$ cat src/rtl/irqc_pkg.sv
package irqc_pkg;
    typedef enum logic [1:0] {
        REG_ENA  = 2'd0,
        REG_STAT = 2'd1,
        REG_ACK  = 2'd2,
        REG_NONE = 2'd3
    } irqc_reg_e;
endpackage

$ cat src/rtl/irqc_enable_reg.sv
module irqc_enable_reg #(
    parameter int              NSRC           = 8,
    parameter logic [NSRC-1:0] HAS_ENA        = {NSRC{1'b1}},
    parameter bit              ENA_ACTIVE_LOW = 1'b0
) (
    input  logic            clk_i,
    input  logic            rst_ni,
    input  logic            wr_i,
    input  logic [NSRC-1:0] wdata_i,
    output logic [NSRC-1:0] raw_o,
    output logic [NSRC-1:0] eff_o
);
    localparam logic [NSRC-1:0] MASK_LVL = ENA_ACTIVE_LOW ? {NSRC{1'b1}} : {NSRC{1'b0}};

    typedef struct packed {
        logic [NSRC-1:0] ena;
    } ena_state_t;

    ena_state_t s_d, s_q;

    always_comb begin
        s_d = s_q;
        if (wr_i) begin
            s_d.ena = (wdata_i & HAS_ENA) | (MASK_LVL & ~HAS_ENA);
        end
    end

    always_ff @(posedge clk_i or negedge rst_ni) begin
        if (!rst_ni) s_q <= '{ena: MASK_LVL};
        else         s_q <= s_d;
    end

    assign raw_o = s_q.ena;

    generate
        if (ENA_ACTIVE_LOW) begin : g_low
            assign eff_o = ~s_q.ena | ~HAS_ENA;
        end else begin : g_high
            assign eff_o = s_q.ena | ~HAS_ENA;
        end
    endgenerate
endmodule

$ cat src/rtl/irqc_status_bank.sv
module irqc_status_bank #(
    parameter int              NSRC       = 8,
    parameter logic [NSRC-1:0] VALID_MASK = {NSRC{1'b1}},
    parameter logic [NSRC-1:0] HAS_CLR    = {NSRC{1'b1}}
) (
    input  logic            clk_i,
    input  logic            rst_ni,
    input  logic [NSRC-1:0] req_i,
    input  logic [NSRC-1:0] ack_i,
    output logic [NSRC-1:0] st_o
);
    logic [NSRC-1:0] st_d, st_q;

    always_comb begin
        for (int b = 0; b < NSRC; b++) begin
            if (!VALID_MASK[b])  st_d[b] = 1'b0;
            else if (HAS_CLR[b]) st_d[b] = (st_q[b] & ~ack_i[b]) | req_i[b];
            else                 st_d[b] = req_i[b];
        end
    end

    always_ff @(posedge clk_i or negedge rst_ni) begin
        if (!rst_ni) st_q <= '0;
        else         st_q <= st_d;
    end

    assign st_o = st_q;

    genvar g;
    generate
        for (g = 0; g < NSRC; g++) begin : g_chk
            if (VALID_MASK[g] && HAS_CLR[g]) begin : g_latch
                p_set_wins_r5: assert property (@(posedge clk_i) disable iff (!rst_ni)
                    req_i[g] |=> st_o[g]);
                p_hold_r2: assert property (@(posedge clk_i) disable iff (!rst_ni)
                    (st_o[g] && !ack_i[g]) |=> st_o[g]);
                p_ack_drops_r4: assert property (@(posedge clk_i) disable iff (!rst_ni)
                    (ack_i[g] && !req_i[g]) |=> !st_o[g]);
            end else if (VALID_MASK[g]) begin : g_level
                p_follow_r8: assert property (@(posedge clk_i) disable iff (!rst_ni)
                    1'b1 |=> (st_o[g] == $past(req_i[g])));
            end else begin : g_dead
                p_invalid_quiet_r6: assert property (@(posedge clk_i) disable iff (!rst_ni)
                    req_i[g] |=> !st_o[g]);
            end
        end
    endgenerate
endmodule

$ cat src/rtl/irqc_merge.sv
module irqc_merge #(
    parameter int              NSRC       = 8,
    parameter logic [NSRC-1:0] VALID_MASK = {NSRC{1'b1}}
) (
    input  logic            clk_i,
    input  logic            rst_ni,
    input  logic [NSRC-1:0] st_i,
    input  logic [NSRC-1:0] en_i,
    output logic            irq_o
);
    logic irq_d, irq_q;

    always_comb begin
        irq_d = |(st_i & en_i & VALID_MASK);
    end

    always_ff @(posedge clk_i or negedge rst_ni) begin
        if (!rst_ni) irq_q <= 1'b0;
        else         irq_q <= irq_d;
    end

    assign irq_o = irq_q;
endmodule

$ cat src/rtl/irqc_combiner.sv
module irqc_combiner
    import irqc_pkg::*;
#(
    parameter int              NSRC           = 8,
    parameter logic [NSRC-1:0] VALID_MASK     = {NSRC{1'b1}},
    parameter logic [NSRC-1:0] HAS_ENA        = {NSRC{1'b1}},
    parameter logic [NSRC-1:0] HAS_CLR        = {NSRC{1'b1}},
    parameter bit              ENA_ACTIVE_LOW = 1'b0,
    parameter bit              CLR_ON_ZERO    = 1'b0
) (
    input  logic            clk_i,
    input  logic            rst_ni,
    input  logic [NSRC-1:0] src_req_i,
    input  logic            reg_wr_i,
    input  logic [1:0]      reg_waddr_i,
    input  logic [NSRC-1:0] reg_wdata_i,
    input  logic [1:0]      reg_raddr_i,
    output logic [NSRC-1:0] reg_rdata_o,
    output logic            irq_o
);
    localparam logic [NSRC-1:0] ACK_IDLE = (CLR_ON_ZERO ? {NSRC{1'b1}} : {NSRC{1'b0}}) & HAS_CLR;

    logic            ena_wr;
    logic [NSRC-1:0] ack;
    logic [NSRC-1:0] ena_raw, ena_eff, status;

    always_comb begin
        ena_wr = reg_wr_i && (irqc_reg_e'(reg_waddr_i) == REG_ENA);
        ack    = '0;
        if (reg_wr_i && (irqc_reg_e'(reg_waddr_i) == REG_ACK)) begin
            ack = (CLR_ON_ZERO ? ~reg_wdata_i : reg_wdata_i) & HAS_CLR;
        end
    end

    irqc_enable_reg #(
        .NSRC(NSRC), .HAS_ENA(HAS_ENA), .ENA_ACTIVE_LOW(ENA_ACTIVE_LOW)
    ) i_ena (
        .clk_i(clk_i), .rst_ni(rst_ni), .wr_i(ena_wr), .wdata_i(reg_wdata_i),
        .raw_o(ena_raw), .eff_o(ena_eff)
    );

    irqc_status_bank #(
        .NSRC(NSRC), .VALID_MASK(VALID_MASK), .HAS_CLR(HAS_CLR)
    ) i_stat (
        .clk_i(clk_i), .rst_ni(rst_ni), .req_i(src_req_i), .ack_i(ack), .st_o(status)
    );

    irqc_merge #(
        .NSRC(NSRC), .VALID_MASK(VALID_MASK)
    ) i_merge (
        .clk_i(clk_i), .rst_ni(rst_ni), .st_i(status), .en_i(ena_eff), .irq_o(irq_o)
    );

    always_comb begin
        unique case (irqc_reg_e'(reg_raddr_i))
            REG_ENA:  reg_rdata_o = ena_raw;
            REG_STAT: reg_rdata_o = status;
            REG_ACK:  reg_rdata_o = ACK_IDLE;
            default:  reg_rdata_o = '0;
        endcase
    end

    p_irq_tracks_r9: assert property (@(posedge clk_i) disable iff (!rst_ni)
        1'b1 |=> (irq_o == $past(|(status & ena_eff & VALID_MASK))));
    p_pending_holds_r10: assert property (@(posedge clk_i) disable iff (!rst_ni)
        (|(status & ena_eff & VALID_MASK)) |=> irq_o);
endmodule

$ cat config.mk
export PLATFORM = sky130hd
export DESIGN_NAME = irqc_combiner
export DESIGN_NICKNAME = d
export VERILOG_FILES = /design/src/rtl/irqc_pkg.sv /design/src/rtl/irqc_enable_reg.sv /design/src/rtl/irqc_status_bank.sv /design/src/rtl/irqc_merge.sv /design/src/rtl/irqc_combiner.sv
export SDC_FILE = /design/constraint.sdc
export NUM_CORES = 1
export LEC_CHECK = 0
export BUFFER_PORTS_ARGS = -buffer_cell sky130_fd_sc_hd__buf_2
export CAP_MARGIN = 20
export CELL_PAD_IN_SITES_DETAIL_PLACEMENT = 1
export CELL_PAD_IN_SITES_GLOBAL_PLACEMENT = 1
export CORE_MARGIN = 2
export CORE_UTILIZATION = 37
export CTS_CLUSTER_SIZE = 8
export DETAILED_ROUTE_END_ITERATION = 8
export PLACE_DENSITY_LB_ADDON = 0.12
export SLEW_MARGIN = 30
export SYNTH_ARGS = -nofsm -noshare
export SYNTH_HDL_FRONTEND = slang
export SYNTH_HIERARCHICAL = 1
export SYNTH_SLANG_ARGS = --single-unit
$ cat constraint.sdc
create_clock -name clk_i -period 1 [get_ports clk_i]
set_input_delay 0.15 -clock clk_i [delete_from_list [all_inputs] [get_ports clk_i]]
set_output_delay 0.15 -clock clk_i [all_outputs]
set_load 0.01 [all_outputs]
After elaboration in Yosys (flattened, before gate mapping)
Cells that the tools add are included.
{"block": "totals", "regBits": 17, "in_bits": 23, "elab_cells": 37}
{"block": "op_classes", "reduce_logical": 5, "bitwise": 25, "n_eq_ne": 2, "n_mux": 2}
{"operator": "8-bit case mux with 2 select lines", "n": 1}
{"operator": "1-bit bitwise AND", "n": 8}
{"operator": "8-bit bitwise AND", "n": 1}
{"operator": "8-bit two-way mux", "n": 1}
{"operator": "1-bit inverter", "n": 8}
{"operator": "1-bit OR", "n": 8}
{"operator": "8-bit OR reduction", "n": 1}
{"operator": "2-bit zero test", "n": 2}
{"operator": "2-bit by 1-bit == test with 1-bit output (second input constant)", "n": 1}
{"operator": "2-bit == test (second input constant)", "n": 1}
{"operator": "1-bit logical AND", "n": 2}

Longest topological paths before layout
{"block": "logic_depth", "word_depth": 6, "depth_mapped": 4, "ltp_nobuf": 4}

Modules after synthesis
The synthesis kept the hierarchy.
{"mod": "irqc_enable_reg", "area_each_um2": 391.6, "instances": 1, "cells_per_inst": 25}
{"mod": "irqc_status_bank", "area_each_um2": 290.3, "instances": 1, "cells_per_inst": 24}
{"mod": "irqc_combiner", "area_each_um2": 195.2, "instances": 1, "cells_per_inst": 28}
{"mod": "irqc_merge", "area_each_um2": 61.3, "instances": 1, "cells_per_inst": 6}

Least setup slack after synthesis
No wires, ideal clock.
{"block": "synth_path", "path_type": "input -> register", "start": "in reg_waddr_i[1]", "end": "reg i_ena.s_q (netlist bit i_ena/eff_o[0])", "stages": 3, "arrival_ns": 0.843, "path_slack_ns": 0.032, "path_cell_list": "nor3b_1 buf_6 mux2_4"}
{"block": "synth_between", "elab_chain_cells": 2}
{"element": "from (decl)", "line_no": "irqc_combiner.sv:15", "source": "input logic [1:0] reg_waddr_i,"}
{"element": "2-bit zero test", "line_no": "irqc_combiner.sv:28", "source": "ena_wr = reg_wr_i && (irqc_reg_e'(reg_waddr_i) == REG_ENA);"}
{"element": "1-bit logical AND", "line_no": "irqc_combiner.sv:28"}
{"element": "to (signal assigned)", "line_no": "irqc_enable_reg.sv:29", "source": "if (!rst_ni) s_q <= '{ena: MASK_LVL};"}
{"element": "to (decl)", "line_no": "irqc_enable_reg.sv:19", "source": "ena_state_t s_d, s_q;"}
Every way passes these cells.
A chain may end at the register's enable or synchronous reset.

Worst setup path after layout
{"block": "layout_path", "start": "reg i_ena.s_q (netlist bit i_ena/eff_o[4])", "end": "out reg_rdata_o[4]"}
{"block": "layout_between", "elab_chain_cells": 1}
{"element": "8-bit case mux with 2 select lines", "line_no": "irqc_combiner.sv:55", "source": "unique case (irqc_reg_e'(reg_raddr_i))"}
{"element": "to (decl)", "line_no": "irqc_combiner.sv:18", "source": "output logic [NSRC-1:0] reg_rdata_o,"}
Every way passes these cells.

==> summary.txt <==
I/O pin count -> 32
Critical path launch point type -> flop
Slew HR -> 0.736
Failing checks -> setup timing
Post-Syn Instances -> 83
Die Height -> 54.4 um
Area Growth Syn to Fin -> 33.3%
Pre-CTS setup slack -> -95.1 ps
Critical Path End Type -> output pin
Compound-gate portion of the synthesized area -> 0.0960
Mux contribution to synthesized area -> 0.213
Initial antenna violation count -> 0
GRT Residual Overflow -> 0
Final Hold Viols -> 0
Fin crit period -> 1160 ps
Setup TNS -> -1270 ps
Critical-path cell list -> mux2i_1 > nor2_1 > buf_2
Yosys cell types -> 15
Clock Pin Slew Worst Setup and Hold Paths -> 100 ps
Mean Syn Cell Area -> 11.3 um2
Top cells by area, synth -> dfrtp_1 (45%), mux2_4 (13%), mux2i_1 (8.5%), a21o_1 (6.4%), buf_4 (6.4%)
Post-synth top area share -> 0.453
Gpl congestion -> 0.682
HPWL after DPL -> 1.48 mm
Worst min-delay path category -> in2reg
TritonCTS Buffers -> 3
Port buffer count -> 31
Die W -> 54.4 um
Sequential-to-total area share from yosys stat -> 0.453
Core footprint -> 2430 um2
Post-route clock period utilization -> 1.16
Leak -> 0.607 nW
Synthesis Warnings -> 6
Crit path arrival time -> 1010 ps
Simple-gate share of the synthesized area -> 0.113
Crit Path Class -> reg2out
Crit-path max cell delay -> 410 ps
VDD IR max -> 0.664 mV
Largest family of logic cells by synthesized area -> multiplexers
Fmax -> 0.859 GHz
Synth area leader -> dfrtp_1
Clock latency reported for the late side of the worst-skew pair -> 280 ps
Drt drc -> 0
Slew @ Worst Pin -> 396 ps
CTS tree -> yes
Worst Setup Slack, final -> -164 ps
Status -> finished, violations left
Starting Density -> 0.386
First-pass GRT wire length -> 3.55 mm
Final slew viol count -> 0
Share of post-route cells with drive strength above 1 -> 0.528
Largest net degree at the start of global routing -> 18
WL per Instance -> 14.1 um
Mapped Area -> 938 um2
Crit path max fanout -> 3
CTS max path bufs -> 2
DRT iter0 DRCs -> 2
Antenna-violating nets left -> 0
Pre-Repair DR Iteration Count -> 3
H-tree levels -> 1
RSZ-0062 raised after global routing -> true
Syn_nets -> 106
CTS sink count -> 17
Diode count -> 0
Setup violators final -> 11
Vias in the first global route -> 796
Overall routed net length -> 2.21 mm
Adder-cell share of the synthesized area -> 0
Vias/cell -> 4.78
Via Count -> 750
Power density over the cells -> 1350 nW/um2
Layout net count -> 151
All-layer global routing usage -> 0.172
CTS root buffer -> clkbuf_4
Die area -> 2960 um2
Final setup skew -> 2.53 ps
Max-cap violations -> 0
Slowest CP cell -> dfrtp_1
Hold slack -> 36.9 ps
Critical Path RT -> 850 ps
# rows -> 18
Post-Synth XOR/XNOR Area -> 0
FF+latch count, synth -> 17
-- worst max-delay path: cells and delay by family, from the launching register on --
kind                   cells  cell delay, ps
flip-flops                 1             410
buffers and inverters      1             140
AND/OR/NAND/NOR            1              50
multiplexers               1             130
-- cell usage after synthesis --
| cell | n |
|---|---|
| a22oi_1 | 4 |
| inv_1 | 8 |
| nor3b_1 | 1 |
| mux2i_1 | 8 |
| and3b_2 | 1 |
| buf_1 | 1 |
| buf_6 | 2 |
| and2_1 | 7 |
| dfrtp_1 | 17 |
| buf_4 | 8 |
| mux2_4 | 8 |
| a21o_1 | 8 |
| and2_4 | 1 |
| nand4_1 | 1 |
| nor2_1 | 8 |
-- cell type report --
type                    count  area [um2]
inverters                   8        30.0
flip-flops and latches     17         425
clock buffers               4        26.3
fillers                   289        1180
well taps                  30        37.5
multi-input cells          47         417
repair buffers             51         315
-- report_power, final --
| part | switching [mW] | internal, mW |
|---|---|---|
| Sequential | 0.0430 | 0.761 |
| Combinational | 0.203 | 0.317 |
| Clock | 0.206 | 0.155 |
| Total | 0.452 | 1.23 |
-- flip-flops by register name, summed over array words and instances (netlist names) --
name and flops:
i_ena/eff_o 8, i_merge/irq_o 1, i_stat/st_o 8
-- layer usage --
layer	up-vias	wire (um)	track usage
met5	-	0	0
met4	0	12	0.0625
met3	2	89	0.0328
met2	19	1170	0.303
met1	371	931	0.208
li1	358	-	-
-- per-stage QoR --
step / utilization / cell area (um2) / power, mW / cells
final: 0.514 / 1250 / 1.68 / 157
after global routing: 0.514 / 1250 / 1.79 / 157
after CTS: 0.498 / 1210 / 1.65 / 154
after detailed placement: 0.435 / 1060 / 1.18 / 134
after global placement: 0.435 / 1060 / 1.16 / 134
after floorplan: - / 938 / 1.12 / 83
-- worst paths after layout --
kind,startpoint,endpoint,slack (ps),cells past startpoint
worst max register to register,i_ena/eff_o[3],i_merge/irq_o,-20,4
max in group asynchronous,rst_ni,i_stat/st_o[2],400,2
worst max-delay path,i_ena/eff_o[4],reg_rdata_o[4],-160,3
worst min-delay path,src_req_i[7],i_stat/st_o[7],40,2
worst min register to register,i_ena/eff_o[4],i_ena/eff_o[4],560,1
min in group asynchronous,rst_ni,i_stat/st_o[0],320,2
-- logic make-up (layout without fill, tap and decap cells) --
group	count (synthesis)	in the layout
mux	16	16
compound gates	12	12
buf+inv	19	63
flops	17	17
simple gates	19	19
-- cell usage in the layout, fill, tap and decap left out, types with 2 or more instances in the layout --
cell type / count
inv_1: 8
nor2_1: 8
buf_4: 17
mux2_4: 8
clkbuf_4: 3
a22oi_2: 3
and2_1: 7
a21o_1: 8
dfrtp_1: 17
buf_6: 2
mux2i_1: 8
buf_2: 31
-- repair_timing --
action / 4_1_cts / 5_1_grt
endpoints found under the setup margin: 8 / 9
hold buffers: 1 / 0
setup buffers: 15 / 3
endpoints found under the hold margin: 17 / 0
gates cloned: 0 / 0
pin swaps: 1 / 3
gates resized for setup: 1 / 4
Note: power is estimated with default switching activity, not from simulation.
